File: src/rtl/align_ins_pkg.sv
package align_ins_pkg;
  localparam int WORD_W = 32;
  localparam int RATE_W = 8;
  typedef logic [WORD_W-1:0] word_t;
  typedef logic [RATE_W-1:0] rate_t;
  typedef enum logic {PH_GROUP = 1'b0, PH_DATA = 1'b1} phase_e;

  localparam word_t ALIGN_WORD = 32'h7B4A_4ABC;
  localparam word_t FILL_WORD  = 32'h7C95_B5B5;

  function automatic rate_t min_rate(input logic quad);
    return quad ? rate_t'(5) : rate_t'(3);
  endfunction

  function automatic rate_t clamp_rate(input rate_t r, input logic quad);
    return (r < min_rate(quad)) ? min_rate(quad) : r;
  endfunction

  function automatic rate_t group_len(input logic quad);
    return quad ? rate_t'(4) : rate_t'(2);
  endfunction
endpackage

File: src/rtl/align_cfg_snap.sv
module align_cfg_snap
  import align_ins_pkg::*;
(
  input  logic  clk,
  input  logic  rst_n,
  input  logic  capture,
  input  rate_t cfg_rate,
  input  logic  cfg_quad,
  output rate_t eff_rate,
  output logic  eff_quad
);
  rate_t held_rate;
  logic  held_quad;

  assign eff_rate = capture ? clamp_rate(cfg_rate, cfg_quad) : held_rate;
  assign eff_quad = capture ? cfg_quad : held_quad;

  always_ff @(posedge clk) begin
    if (!rst_n) begin
      held_rate <= rate_t'(255);
      held_quad <= 1'b0;
    end else if (capture) begin
      held_rate <= eff_rate;
      held_quad <= eff_quad;
    end
  end

  AST_EFF_LEGAL: assert property (@(posedge clk) disable iff (!rst_n)
    eff_rate >= min_rate(eff_quad));
  AST_HOLD_BETWEEN: assert property (@(posedge clk) disable iff (!rst_n)
    !capture |=> ($past(eff_rate) == held_rate));
endmodule

File: src/rtl/align_slot_seq.sv
module align_slot_seq
  import align_ins_pkg::*;
(
  input  logic  clk,
  input  logic  rst_n,
  input  rate_t eff_rate,
  input  logic  eff_quad,
  output logic  in_group,
  output logic  grp_start
);
  phase_e phase;
  rate_t  cnt;
  logic   grp_last;
  logic   run_last;

  assign in_group  = (phase == PH_GROUP);
  assign grp_start = in_group && (cnt == '0);
  assign grp_last  = in_group && (cnt == group_len(eff_quad) - rate_t'(1));
  assign run_last  = !in_group && (cnt == eff_rate - rate_t'(2));

  always_ff @(posedge clk) begin
    if (!rst_n) begin
      phase <= PH_GROUP;
      cnt   <= '0;
    end else if (grp_last) begin
      phase <= PH_DATA;
      cnt   <= '0;
    end else if (run_last) begin
      phase <= PH_GROUP;
      cnt   <= '0;
    end else begin
      cnt <= cnt + rate_t'(1);
    end
  end

  AST_RUN_BOUND: assert property (@(posedge clk) disable iff (!rst_n)
    !in_group |-> (cnt <= eff_rate - rate_t'(2)));
  AST_GROUP_BOUND: assert property (@(posedge clk) disable iff (!rst_n)
    in_group |-> (cnt < group_len(eff_quad)));
endmodule

File: src/rtl/align_word_mux.sv
module align_word_mux
  import align_ins_pkg::*;
(
  input  logic  clk,
  input  logic  rst_n,
  input  logic  in_group,
  input  logic  in_valid,
  input  word_t in_data,
  output logic  xfer,
  output word_t out_data,
  output logic  out_is_prim
);
  assign xfer = !in_group && in_valid;

  always_ff @(posedge clk) begin
    if (!rst_n) begin
      out_data    <= '0;
      out_is_prim <= 1'b0;
    end else if (in_group) begin
      out_data    <= ALIGN_WORD;
      out_is_prim <= 1'b1;
    end else if (in_valid) begin
      out_data    <= in_data;
      out_is_prim <= 1'b0;
    end else begin
      out_data    <= FILL_WORD;
      out_is_prim <= 1'b1;
    end
  end

  AST_XFER_PASS: assert property (@(posedge clk) disable iff (!rst_n)
    xfer |=> (out_data == $past(in_data)) && !out_is_prim);
  AST_FILL_SLOT: assert property (@(posedge clk) disable iff (!rst_n)
    (!in_group && !in_valid) |=> (out_data == FILL_WORD) && out_is_prim);
endmodule

File: src/rtl/align_inserter.sv
module align_inserter
  import align_ins_pkg::*;
(
  input  logic        clk,
  input  logic        rst_n,
  input  logic [7:0]  cfg_rate,
  input  logic        cfg_quad,
  input  logic [31:0] in_data,
  input  logic        in_valid,
  output logic        in_ready,
  output logic [31:0] out_data,
  output logic        out_is_prim
);
  rate_t eff_rate;
  logic  eff_quad;
  logic  in_group;
  logic  grp_start;
  logic  xfer;

  align_cfg_snap u_cfg (
    .clk(clk), .rst_n(rst_n), .capture(grp_start),
    .cfg_rate(cfg_rate), .cfg_quad(cfg_quad),
    .eff_rate(eff_rate), .eff_quad(eff_quad)
  );

  align_slot_seq u_seq (
    .clk(clk), .rst_n(rst_n), .eff_rate(eff_rate), .eff_quad(eff_quad),
    .in_group(in_group), .grp_start(grp_start)
  );

  align_word_mux u_mux (
    .clk(clk), .rst_n(rst_n), .in_group(in_group), .in_valid(in_valid),
    .in_data(in_data), .xfer(xfer), .out_data(out_data), .out_is_prim(out_is_prim)
  );

  assign in_ready = !in_group;

  // Output-side watch registers for the interval assertions
  logic out_align;
  logic prev_align;
  logic seen_group;
  logic [8:0] align_run;
  logic [8:0] gap_run;
  logic [8:0] last_grp;

  assign out_align = out_is_prim && (out_data == ALIGN_WORD);

  always_ff @(posedge clk) begin
    if (!rst_n) begin
      prev_align <= 1'b0;
      seen_group <= 1'b0;
      align_run  <= '0;
      gap_run    <= '0;
      last_grp   <= '0;
    end else begin
      prev_align <= out_align;
      if (out_align) begin
        align_run <= prev_align ? align_run + 9'd1 : 9'd1;
      end else begin
        gap_run <= prev_align ? 9'd1 : gap_run + 9'd1;
        if (prev_align) begin
          last_grp   <= align_run;
          seen_group <= 1'b1;
        end
      end
    end
  end

  AST_READY_NO_ALIGN: assert property (@(posedge clk) disable iff (!rst_n)
    (in_ready && xfer) |=> !out_align);
  AST_GROUP_SIZE: assert property (@(posedge clk) disable iff (!rst_n)
    (prev_align && !out_align) |-> (align_run == 9'd2 || align_run == 9'd4));
  AST_GAP_MAX: assert property (@(posedge clk) disable iff (!rst_n)
    (seen_group && out_align && !prev_align) |-> (gap_run <= 9'd254));
  AST_GAP_MIN: assert property (@(posedge clk) disable iff (!rst_n)
    (seen_group && out_align && !prev_align) |->
      (gap_run >= ((last_grp == 9'd4) ? 9'd4 : 9'd2)));
endmodule

File: config.mk
export PLATFORM = sky130hd
export DESIGN_NAME = align_inserter
export DESIGN_NICKNAME = d
export VERILOG_FILES = /design/src/rtl/align_ins_pkg.sv /design/src/rtl/align_cfg_snap.sv /design/src/rtl/align_slot_seq.sv /design/src/rtl/align_word_mux.sv /design/src/rtl/align_inserter.sv
export SDC_FILE = /design/constraint.sdc
export NUM_CORES = 1
export LEC_CHECK = 0
export ABC_AREA = 1
export BUFFER_PORTS_ARGS = -buffer_cell sky130_fd_sc_hd__buf_2
export CELL_PAD_IN_SITES_DETAIL_PLACEMENT = 2
export CELL_PAD_IN_SITES_GLOBAL_PLACEMENT = 2
export CORE_ASPECT_RATIO = 0.75
export CORE_UTILIZATION = 28
export CTS_BUF_LIST = sky130_fd_sc_hd__clkbuf_4
export DETAILED_ROUTE_END_ITERATION = 10
export PLACE_DENSITY_LB_ADDON = 0.1
export SYNTH_ARGS = -nofsm -noshare
export SYNTH_HDL_FRONTEND = slang
export SYNTH_SLANG_ARGS = --single-unit
File: constraint.sdc
create_clock -name clk -period 2.7 [get_ports clk]
set_clock_uncertainty 0.05 [all_clocks]
set_input_delay 0.27 -clock clk [delete_from_list [all_inputs] [get_ports clk]]
set_output_delay 0.27 -clock clk [all_outputs]
set_load 0.02 [all_outputs]
==> out/qor.yml <==
job:
  max_cap_violations: 0
sta:
  relSlewSlack: 0.6444
  max_freq_mhz: 402.7
  worst_pin_slew_ns: 0.5278
  period_share: 0.9198
  rsz0062_at_grt: "no"
  setup_viol: 0
  hold_viol_final: 0
  setup_tns_ns: 0
  whs_ns: 0.02793
  finalCriticalPeriod_ns: 2.483
  timing.final.ws_setup_ns: 0.2166
  slew_violations: 0
critical_path:
  crit_type: "flop to flop"
  path_max_fanout: 8
  cp-end-kind: "flop"
  r2r-start: "u_seq.cnt[0]"
  start_kind: "flop"
  startpoint: "u_seq.cnt[0]"
  cp.arrival_ns: 2.71
  rr_worst_depth: 19
  crit_required_ns: 2.92
floorplanning:
  initial_core_util: 0.2970
  die_area_sq_mm: 0.008355
  core_sq_mm: 0.007533
  die_w_um: 105.2
  std_cell_rows: 27
  ios: 78
  die_h_um: 79.41
global_routing:
  antenna_found_initial: 0
  grt_remaining_overflow: 0
  grt_usage: 0.1741
  grt_max_degree: 23
  first_global_vias: 2254
  grt_pass1_wl_mm: 11.21
routing:
  ant_nets: 0
  drt-total-wl_mm: 6.897
  vias: 2142
  dr.pass1.iters: 4
  wl_per_cell_um: 14.16
  drtIter0Drc: 49
  vias_per_cell: 4.398
  drcViolationCount: 0
place:
  post-place-ws_ns: -0.01487
  hpwl_mm: 5.454
  gp_congestion: 0.7253
  port-buffer-count: 77
power_and_ir_drop:
  peakVddDrop_uv: 314.4
  powerDensity_mw_per_mm2: 979.6
  p_leak_nw: 1.525
synthesis:
  avgSynthCellArea_sq_um: 7.532
  synth_cell_types: 26
  ys_warn_count: 0
  synth-seq-cells: 51
  ys_seq_area_frac: 0.4564
  syn_area_sq_mm: 0.002237
  netlist_instances: 297
  syn-num-nets: 346
cts:
  clockRootBuffer: "clkbuf_4"
  numCtsBuffers: 5
  cts.path.max_buffers: 2
  cts.sinks: 51
  worstSkewPairLatency_ns: 0.37
  cts_tree: "yes"
  clkSlewWorstSetupHoldPaths_ns: 0.15
  postCtsHoldBufs: 0
  cts_max_level: 2
worst_hold_path:
  hold_start: "in_data[4]"
  min_path_cells: 3
  hold_class: "input pin to flop"
layout:
  diodes: 0
  final_nets: 435
  n_fill_cell: 902
  syn2layout_area_growth_pct: 30.70
  drive_above_1_share: 0.3601
outcome:
  outcome: "finished clean"
## what timing repair did
action                     4_1_cts  5_1_grt
pin swaps                        2        6
gates resized for setup          0       12
buffers inserted                 1        4
setup endpoints to repair        8        9
## where the power goes
part           leakage (nW)  switching, W  internal, W
logic                  1.07      0.000935     0.000551
clock network        0.0373      0.000252     0.000190
registers             0.422     0.0000513     0.000884
## layer usage
metal / vias up / share of wire / global-route usage
li1: 1074 / - / -
met1: 1013 / 0.48 / 0.2367
met2: 49 / 0.45 / 0.2763
met3: 6 / 0.052 / 0.04408
met4: 0 / 0.0084 / 0.04225
met5: - / 0 / 0
## final cells by class
type                       count  area (sq um)  area share
clock buffer                   5         37.54     0.01284
clock inverter                 2         37.54     0.01284
inverter                      47         183.9     0.06290
multi-input combinational    191          1032      0.3530
sequential                    51          1023      0.3500
tap                          101         126.4     0.04322
timing repair buffer          90         483.0      0.1652
## worst max-delay path, cell delays in order, from the launching register on
cell and delay, ns:
dfxtp_2 0.36, inv_4 0.07, ha_4 0.12, nand2_2 0.06, nor2_4 0.15, nand2_4 0.09, inv_4 0.08, nand3_2 0.09
nand2_1 0.08, inv_1 0.09, ha_4 0.22, xnor2_1 0.12, nor2_1 0.11, nand2_1 0.06, nor2_1 0.08, nand3_1 0.10
nor2_2 0.13, nand3_2 0.12, nand2_4 0.16, nor2_2 0.05
## cells in the mapped netlist, drive strengths merged
library cell | n | area share
xnor2 | 2 | 0.0078
dfxtp | 51 | 0.46
o21bai | 1 | 0.0034
nand3 | 25 | 0.064
nand2 | 88 | 0.17
ha | 5 | 0.028
clkbuf | 5 | 0.0084
nor2 | 34 | 0.077
inv | 46 | 0.077
a21oi | 21 | 0.047
clkinv | 1 | 0.0017
nor3 | 3 | 0.0067
o21ai | 4 | 0.011
buf | 3 | 0.0084
xor2 | 7 | 0.027
or2 | 1 | 0.0028
## metrics by stage
step | total power (W) | instances | instance area [sq um] | util
after floorplan | 0.001899 | 297 | 2237 | -
after global placement | 0.002248 | 475 | 2771 | 0.3679
after detailed placement | 0.002286 | 475 | 2771 | 0.3679
after CTS | 0.002760 | 483 | 2854 | 0.3788
after global routing | 0.003113 | 487 | 2924 | 0.3881
final | 0.002864 | 487 | 2924 | 0.3881
## cell usage in the layout, fill, tap and decap left out, drive strengths merged
cell type,count
a21oi,21
buf,90
bufinv,1
clkbuf,5
clkinv,1
clkinvlp,1
dfxtp,51
ha,5
inv,46
nand2,88
nand3,25
nor2,34
nor3,3
o21ai,4
o21bai,1
or2,1
xnor2,2
xor2,7
## cells by family (layout without fill, tap and decap cells)
group / count (synthesis) / count (layout) / share of synthesized area
simple gates: 151 / 151 / 0.3238
flops: 51 / 51 / 0.4564
fa+ha+maj: 5 / 5 / 0.02796
compound gates: 26 / 26 / 0.06096
xor+xnor: 9 / 9 / 0.03524
buf+inv: 55 / 144 / 0.09564
## worst paths after layout
kind | to | slack [ns]
worst max register to register | u_seq.cnt[0] | 0.22
worst min register to register | u_cfg.held_rate[5] | 0.50
worst max-delay path | u_seq.cnt[0] | 0.22
worst min-delay path | u_mux.out_data[4] | 0.03
## sequential cells by signal, indices dropped and copies added, names as in the netlist
| name | cells |
|---|---|
| u_cfg.held_quad | 1 |
| u_cfg.held_rate | 8 |
| u_mux.out_data | 32 |
| u_mux.out_is_prim | 1 |
| u_seq.cnt | 8 |
| u_seq.phase | 1 |
Note: power is estimated with default switching activity, not from simulation.
